[src/rtl/hzd_pkg.sv]
package hzd_pkg;
  // Binary register number to a one-hot position test.
  function automatic logic hzd_sel_bit(input logic [31:0] code, input int unsigned k);
    return code == k;
  endfunction

  // Nonzero overlap of two masks, given as 32-bit chunks folded by the caller.
  function automatic logic hzd_overlap(input logic a, input logic b);
    return a & b;
  endfunction
endpackage

[src/rtl/hzd_decode.sv]
module hzd_decode #(
  parameter int NREG  = 32,
  parameter bit UNARY = 1'b0,
  parameter int RW    = 5
) (
  input  logic [RW-1:0]   code,
  output logic [NREG-1:0] hot
);
  import hzd_pkg::*;
  generate
    if (UNARY) begin : g_unary
      assign hot = code;
    end else begin : g_binary
      always_comb begin
        for (int k = 0; k < NREG; k++) hot[k] = hzd_sel_bit(32'(code), k);
      end
    end
  endgenerate
endmodule

[src/rtl/hzd_req.sv]
module hzd_req #(
  parameter int NREG  = 32,
  parameter bit UNARY = 1'b0,
  parameter int RW    = 5
) (
  input  logic            clk,
  input  logic            rst_n,
  input  logic            iss_sel,
  input  logic            iss_wflag,
  input  logic [RW-1:0]   iss_dst,
  input  logic            wr_grant,
  input  logic [RW-1:0]   wr_dst,
  input  logic            busy,
  input  logic            done,
  input  logic            res_ok,
  input  logic            chk_act,
  input  logic [RW-1:0]   chk_src,
  input  logic [NREG-1:0] pending,
  output logic [NREG-1:0] set_hot,
  output logic [NREG-1:0] clr_hot,
  output logic [NREG-1:0] chk_hot,
  output logic            hazard
);
  import hzd_pkg::*;

  logic [NREG-1:0] iss_hot, wr_hot, src_hot, lat_hot;
  logic            lat_wflag;
  logic            nores_clr;
  logic            raw_seen;
  logic            chk_keep;

  hzd_decode #(.NREG(NREG), .UNARY(UNARY), .RW(RW)) u_dec_iss (.code(iss_dst), .hot(iss_hot));
  hzd_decode #(.NREG(NREG), .UNARY(UNARY), .RW(RW)) u_dec_wr  (.code(wr_dst),  .hot(wr_hot));
  hzd_decode #(.NREG(NREG), .UNARY(UNARY), .RW(RW)) u_dec_src (.code(chk_src), .hot(src_hot));

  // Write flag and destination captured at issue; flag dropped once idle.
  always_ff @(posedge clk or negedge rst_n) begin
    if (!rst_n) begin
      lat_wflag <= 1'b0;
      lat_hot   <= '0;
    end else if (iss_sel) begin
      lat_wflag <= iss_wflag;
      lat_hot   <= iss_hot;
    end else if (!busy) begin
      lat_wflag <= 1'b0;
    end
  end

  assign nores_clr = done & lat_wflag & ~res_ok;
  assign set_hot   = (iss_sel & iss_wflag) ? iss_hot : '0;
  assign clr_hot   = (wr_grant ? wr_hot : '0) | (nores_clr ? lat_hot : '0);

  assign raw_seen  = |(pending & src_hot);
  assign hazard    = hzd_overlap(chk_act, raw_seen);
  assign chk_keep  = chk_act & ~(busy & ~raw_seen);
  assign chk_hot   = chk_keep ? src_hot : '0;
endmodule

[src/rtl/hzd_bits.sv]
module hzd_bits #(
  parameter int NREG = 32
) (
  input  logic            clk,
  input  logic            rst_n,
  input  logic [NREG-1:0] set_vec,
  input  logic [NREG-1:0] clr_vec,
  output logic [NREG-1:0] pending
);
  // Set overrides clear on the same bit.
  always_ff @(posedge clk or negedge rst_n) begin
    if (!rst_n) pending <= '0;
    else        pending <= (pending & ~clr_vec) | set_vec;
  end
endmodule

[src/rtl/hazard_scoreboard.sv]
module hazard_scoreboard #(
  parameter int NREG  = 32,
  parameter int NREQ  = 4,
  parameter bit UNARY = 1'b0,
  localparam int AW   = (NREG > 1) ? $clog2(NREG) : 1,
  localparam int RW   = UNARY ? NREG : AW
) (
  input  logic             clk,
  input  logic             rst_n,
  input  logic [NREQ-1:0]    iss_sel,
  input  logic [NREQ-1:0]    iss_wflag,
  input  logic [NREQ*RW-1:0] iss_dst,
  input  logic [NREQ-1:0]    wr_grant,
  input  logic [NREQ*RW-1:0] wr_dst,
  input  logic [NREQ-1:0]    busy,
  input  logic [NREQ-1:0]    done,
  input  logic [NREQ-1:0]    res_ok,
  input  logic [NREQ-1:0]    chk_act,
  input  logic [NREQ*RW-1:0] chk_src,
  output logic [NREG-1:0]    pending,
  output logic [NREQ-1:0]    hazard,
  output logic [NREG-1:0]    chk_en,
  output logic               any_hazard
);
  logic [NREQ-1:0][NREG-1:0] set_each, clr_each, chk_each;
  logic [NREG-1:0]           set_vec, clr_vec;

  generate
    for (genvar g = 0; g < NREQ; g++) begin : g_req
      hzd_req #(.NREG(NREG), .UNARY(UNARY), .RW(RW)) u_req (
        .clk(clk), .rst_n(rst_n),
        .iss_sel(iss_sel[g]), .iss_wflag(iss_wflag[g]), .iss_dst(iss_dst[g*RW +: RW]),
        .wr_grant(wr_grant[g]), .wr_dst(wr_dst[g*RW +: RW]),
        .busy(busy[g]), .done(done[g]), .res_ok(res_ok[g]),
        .chk_act(chk_act[g]), .chk_src(chk_src[g*RW +: RW]),
        .pending(pending),
        .set_hot(set_each[g]), .clr_hot(clr_each[g]), .chk_hot(chk_each[g]),
        .hazard(hazard[g])
      );
    end
  endgenerate

  always_comb begin
    set_vec = '0;
    clr_vec = '0;
    chk_en  = '0;
    for (int r = 0; r < NREQ; r++) begin
      set_vec = set_vec | set_each[r];
      clr_vec = clr_vec | clr_each[r];
      chk_en  = chk_en  | chk_each[r];
    end
  end

  assign any_hazard = |(pending & chk_en);

  hzd_bits #(.NREG(NREG)) u_bits (
    .clk(clk), .rst_n(rst_n), .set_vec(set_vec), .clr_vec(clr_vec), .pending(pending)
  );
endmodule

[config.mk]
export PLATFORM = sky130hd
export DESIGN_NAME = hazard_scoreboard
export DESIGN_NICKNAME = d
export VERILOG_FILES = /design/src/rtl/hzd_pkg.sv /design/src/rtl/hzd_decode.sv /design/src/rtl/hzd_req.sv /design/src/rtl/hzd_bits.sv /design/src/rtl/hazard_scoreboard.sv
export SDC_FILE = /design/constraint.sdc
export NUM_CORES = 1
export LEC_CHECK = 0
export BUFFER_PORTS_ARGS = -buffer_cell sky130_fd_sc_hd__buf_2
export CORE_ASPECT_RATIO = 1.5
export CORE_MARGIN = 1.5
export CORE_UTILIZATION = 55
export CTS_BUF_LIST = sky130_fd_sc_hd__clkbuf_4 sky130_fd_sc_hd__clkbuf_8
export CTS_CLUSTER_DIAMETER = 40
export DETAILED_ROUTE_END_ITERATION = 10
export PLACE_DENSITY = 0.83
export SYNTH_ARGS = -nofsm -noshare
export SYNTH_HDL_FRONTEND = slang
export SYNTH_SLANG_ARGS = --single-unit
[constraint.sdc]
create_clock -name clk -period 9.4 [get_ports clk]
set_clock_uncertainty 0.2 [all_clocks]
set_input_delay 1.88 -clock clk [delete_from_list [all_inputs] [get_ports clk]]
set_output_delay 1.88 -clock clk [all_outputs]
set_load 0.02 [all_outputs]
==> metrics.md, run 1 <==
| Metric | Value |
|---|---|
| Outcome | `did not finish` |
| Stopped at | `5_1_grt` |
| Err | `[ERROR GRT-0116] Global routing finished with congestion. Check the congestion regions in the DRC Viewer.` |
| Register area share after synthesis | `0.3522` |
| GRT Residual Overflow | `9` |
| Gr usage total | `0.6532` |
| HPWL Detailed | `46,830 um` |
| Root Buffer | `clkbuf_8` |
| Clock sink count | `164` |
| DIE WIDTH | `~120 um` |
| Number of library cell types mapped by synthesis | `68` |
| CTS Buf Count | `17` |
| First-pass GRT wire length | `103,200 um` |
| Initial core utilization | `0.5576` |
| Post-CTS setup repair buffer count | `0` |
| Mapped Nets | `between 1,500 and 2,000` |
| H-tree depth | `4` |
| Height of the chip | `roughly 180 um` |
| GP Congestion | `1.176` |
| Ports | `between 150 and 200` |
| Top post-synthesis cells by area | `dfrtp_1 (35%), o22ai_1 (11%), inv_1 (4.7%), nand2_1 (4.4%), a22oi_1 (3.1%)` |
| Ys Warns | `0` |
| Leading area contributor after synthesis | `dfrtp_1` |
| Post-synth top area share | `0.3522` |
| Row count | `65` |
| Post-synth EDFFs | `0` |
| PortBufs | `158` |
| #FFs+latches synth | `164` |
| Quantity of hold-fixing buffers added after cts | `0` |
| Largest net degree at the start of global routing | `99` |
| Mapped cell area | `roughly 12,000 um^2` |
| Post-synth ARST share | `1.000` |
| CTS resizes | `0` |
| Mean post-synth cell area | `7.971 um^2` |
| Clk buf depth | `2` |
| Vias in the first global route | `14,650` |
| Predominant post-synthesis flop cell | `dfrtp_1` |
| Post-Synthesis Cells | `1,462` |
-- routing by layer --
metal	overflow	global-route usage
met4	4	0.6499
met2	5	0.8658
met3	0	0.4091
met5	0	0.02778
met1	0	0.6746
-- Yosys cell counts (8+ instances only) --
| cell type | n |
|---|---|
| dfrtp_1 | 164 |
| a22oi_1 | 48 |
| buf_1 | 9 |
| nand3_1 | 63 |
| inv_1 | 147 |
| a222oi_1 | 8 |
| o21ai_0 | 17 |
| o22ai_1 | 204 |
| a22o_1 | 15 |
| a32oi_1 | 8 |
| nand2b_1 | 25 |
| a21oi_1 | 17 |
| a221oi_1 | 17 |
| nor2b_1 | 37 |
| mux2i_1 | 16 |
| a211o_1 | 8 |
| and3_1 | 11 |
| buf_2 | 14 |
| clkbuf_1 | 87 |
| nor2_1 | 80 |
| nand4_1 | 31 |
| nor3_1 | 38 |
| or2_2 | 11 |
| nor4_1 | 19 |
| nor3b_1 | 9 |
| o32ai_1 | 31 |
| or3_1 | 33 |
| a211oi_1 | 21 |
| nand2_1 | 138 |
| nand3b_1 | 13 |
-- through the flow --
step           std cells    util  setup WS [ns]  cell area [um^2]
3_5_place_dp        1784  0.5939          1.494             12410
3_3_place_gp        1784  0.5939          1.564             12410
4_1_cts             1815  0.6129          1.482             12810
2_1_floorplan       1462       -          2.447             11650
-- logic make-up after synthesis --
family	after synthesis	synth area share
AOI/OAI and AO/OA	461	0.2846
buffers and inverters	265	0.09008
DFF	164	0.3522
muxes	25	0.02534
and+or+nand+nor	547	0.2478
==> run 2, diff against run 1 <==
--- a/config.mk
+++ b/config.mk
@@ -6,13 +6,10 @@
 export NUM_CORES = 1
 export LEC_CHECK = 0
 export BUFFER_PORTS_ARGS = -buffer_cell sky130_fd_sc_hd__buf_2
-export CORE_ASPECT_RATIO = 1.5
 export CORE_MARGIN = 1.5
-export CORE_UTILIZATION = 55
-export CTS_BUF_LIST = sky130_fd_sc_hd__clkbuf_4 sky130_fd_sc_hd__clkbuf_8
-export CTS_CLUSTER_DIAMETER = 40
+export CORE_UTILIZATION = 40
 export DETAILED_ROUTE_END_ITERATION = 10
-export PLACE_DENSITY = 0.83
+export PLACE_DENSITY_LB_ADDON = 0.15
 export SYNTH_ARGS = -nofsm -noshare
 export SYNTH_HDL_FRONTEND = slang
 export SYNTH_SLANG_ARGS = --single-unit
==> metrics.md, run 2 <==
| Metric | Value |
|---|---|
| Outcome | `finished clean` |
| WP buf/inv | `3` |
| Top post-synthesis cells by area | `dfrtp_1 (35%), o22ai_1 (11%), inv_1 (4.7%), nand2_1 (4.4%), a22oi_1 (3.1%)` |
| DRT iter0 DRCs | `1,980` |
| Gr usage total | `0.4236` |
| Worst relative slew slack | `0.1930` |
| Largest family of logic cells by synthesized area | `compound AO/OA/AOI/OAI gates` |
| Multiplexer area fraction after synthesis | `0.02534` |
| Multi-input combinational cell area | `6514 um^2` |
| Clk buf depth | `2` |
| Clock slew at reported path FFs | `approximately 0.07 ns` |
| Min Tclk post-route | `7.917 ns` |
| Worst R2R Path Depth | `5` |
| Post-route DRC | `0` |
| Ports | `159` |
| Mapped cell area | `11,650 um^2` |
| Crit path launch type | `input pin` |
| Finished Core Util | `0.4575` |
| Critical Path End Type | `output port` |
| GP Congestion | `1.105` |
| RR Endpoint | `u_bits.pending[23]` |
| Total chip power | `2.235 mW` |
| First-pass GRT wire length | `91,910 um` |
| Worst slack, placed | `1.642 ns` |
| Final instance count without filler cells | `1,931` |
| Synth Area in Adders | `0` |
| Post-Synthesis Cells | `1,462` |
| Pwr Density | `170.2 nW/um^2` |
| PortBufs | `approximately 160` |
| Crit path from | `chk_src[15]` |
| Max Clk Rate | `0.1263 GHz` |
| #FFs+latches synth | `164` |
| Fin area | `13,130 um^2` |
| Post-synth EDFFs | `0` |
| DR pass1 iterations | `7` |
| Drt total wl | `64,420 um` |
| Max FFs per register | `128` |
| Synth cell count leaders | `o22ai_1 (204), dfrtp_1 (164), inv_1 (147)` |
| H-tree depth | `4` |
| Clock sink count | `164` |
| Total number of vias | `13,550` |
| Initial core utilization | `0.4060` |
| Layout area overhead | `12.68%` |
| Mapped Nets | `1,552` |
| Quantity of hold-fixing buffers added after cts | `0` |
| Core area | `28,700 um^2` |
| # Max-Cap Violations | `0` |
| Crit-path max cell delay | `around 0.66 ns` |
| Root Buffer | `clkbuf_16` |
| Post-synth top area share | `0.3522` |
| Wire length per cell | `approximately 33 um` |
| Vias in the first global route | `12,660` |
| Tcrit/Tclk final | `0.8422` |
| Top Registers | `g_req.u_req.lat_hot x128, u_bits.pending x32, g_req.u_req.lat_wflag x4` |
| HPWL Detailed | `47,250 um` |
| Worst Setup EP | `any_hazard` |
| Register area | `4104 um^2` |
| Layout cells sized above 1 | `0.1545` |
| Setup violators final | `0` |
| Synth Area in XOR/XNOR | `0` |
| Post-synthesis compound-gate area fraction | `0.2846` |
| Top-count cell post-synth | `o22ai_1` |
| Worst-margin pin slew | `around 1.2 ns` |
| CP max stage cell | `nor3b_2` |
| Top delay family on crit path | `simple AND/OR/NAND/NOR gates` |
| CTS Buf Count | `17` |
| Die footprint | `a little over 30,000 um^2` |
| Post-synth ARST share | `1.000` |
| Peak supply drop | `around 0.15 mV` |
| Clock Latency Late Sink | `~0.45 ns` |
| TNS Setup | `0 ns` |
| Number of library cell types mapped by synthesis | `68` |
| GRT Residual Overflow | `0` |
| Drt via density | `7.016` |
| Final setup margin | `1.483 ns` |
| Commonest non-fill, non-tap cell in the layout | `o22ai_1` |
| Leakage power | `about 5.3 nW` |
| Critical-path cell list | `buf_2 > mux4_2 > and4b_1 > a2111oi_2 > nand4_1 > nor3b_2 > buf_4 > nor4_1 > o31a_1 > a2111o_1 > nor4_1 > nand4_1 > buf_2` |
| WHS | `0.3294 ns` |
| Leading area contributor after synthesis | `dfrtp_1` |
| Post-route ant nets | `0` |
| Ys Warns | `0` |
| CP Max Fanout | `17` |
| Initial antenna violation count | `0` |
| Height of the chip | `173.7 um` |
| Arrival time worst endpoint | `about 5.8 ns` |
| DIE WIDTH | `173.7 um` |
| Final Max Slew Viols | `0` |
| FILL cells | `approximately 3,000` |
| Inst Count DP | `between 1,500 and 2,000` |
| Reg with most FFs | `g_req.u_req.lat_hot` |
| R2R setup slack | `7.09 ns` |
| Predominant post-synthesis flop cell | `dfrtp_1` |
| Register area share after synthesis | `0.3522` |
| Worst r2r src | `g_req[1].u_req.lat_wflag` |
| Fin nets | `1,624` |
| CP Class | `input pin to output port` |
| N_diodes | `0` |
| Worst min path class | `flip-flop to flip-flop` |
| Most frequent cells in the layout | `o22ai_1 (204), dfrtp_1 (164), buf_2 (157)` |
| Simple-gate share of the synthesized area | `0.2478` |
| Largest net degree at the start of global routing | `99` |
| Area post-placement | `~13,000 um^2` |
| Row count | `62` |
| CTS tree | `yes` |
| Endpoints failing hold | `0` |
| CTS resizes | `0` |
| Mean post-synth cell area | `7.971 um^2` |
| RSZ-0062 raised after global routing | `no` |
| Post-CTS setup repair buffer count | `0` |
| Critical path depth | `13` |
| Critical Path RT | `7.32 ns` |
-- run 2: cell type report --
class	instances	share of cell area
clock buffers	22	0.03535
clock inverters	10	0.009338
inverters	147	0.04202
multi-input cells	1033	0.4960
flip-flops and latches	164	0.3125
well taps	384	0.03659
repair buffers	171	0.06813
-- run 2: cell families after synthesis --
logic type | count (synthesis)
simple gates | 547
compound gates | 461
buf+inv | 265
flops | 164
mux | 25
-- run 2: how the worst min path moves through the flow --
| stage | start | end | slack [ns] | depth (start not counted) |
|---|---|---|---|---|
| 2_1_floorplan | g_req[2].u_req.lat_wflag | g_req[2].u_req.lat_wflag | 0.30 | 2 |
| 3_3_place_gp | g_req[3].u_req.lat_hot[15] | g_req[3].u_req.lat_hot[15] | 0.31 | 2 |
| 3_5_place_dp | g_req[0].u_req.lat_hot[9] | g_req[0].u_req.lat_hot[9] | 0.32 | 2 |
| 4_1_cts | g_req[0].u_req.lat_hot[17] | g_req[0].u_req.lat_hot[17] | 0.33 | 2 |
| 5_1_grt | g_req[0].u_req.lat_hot[7] | g_req[0].u_req.lat_hot[7] | 0.34 | 2 |
| 6_report | g_req[0].u_req.lat_hot[0] | g_req[0].u_req.lat_hot[0] | 0.33 | 2 |
-- run 2: per-layer routing --
metal	vias up	GRT usage	wire [um]
li1	5690	-	-
met2	1026	0.6799	29710
met4	0	0.3348	5774
met1	6559	0.5075	23610
met3	272	0.06776	5331
met5	-	0	0
-- run 2: worst register-to-register path, cell delays in order (launching register included) --
cell and delay, ns:
dfrtp_1 0.38, and3b_1 0.18, buf_4 0.28, a22oi_1 0.58, nand3_1 0.15, o21ai_0 0.41
-- run 2: where the power goes --
part | switching [mW] | total (mW) | internal (mW) | leakage [nW]
clock | 0.300 | 0.707 | 0.407 | 0.277
sequential | 0.216 | 0.969 | 0.753 | 2.23
combinational | 0.381 | 0.559 | 0.177 | 2.77
(Power assumes the default switching activity.)
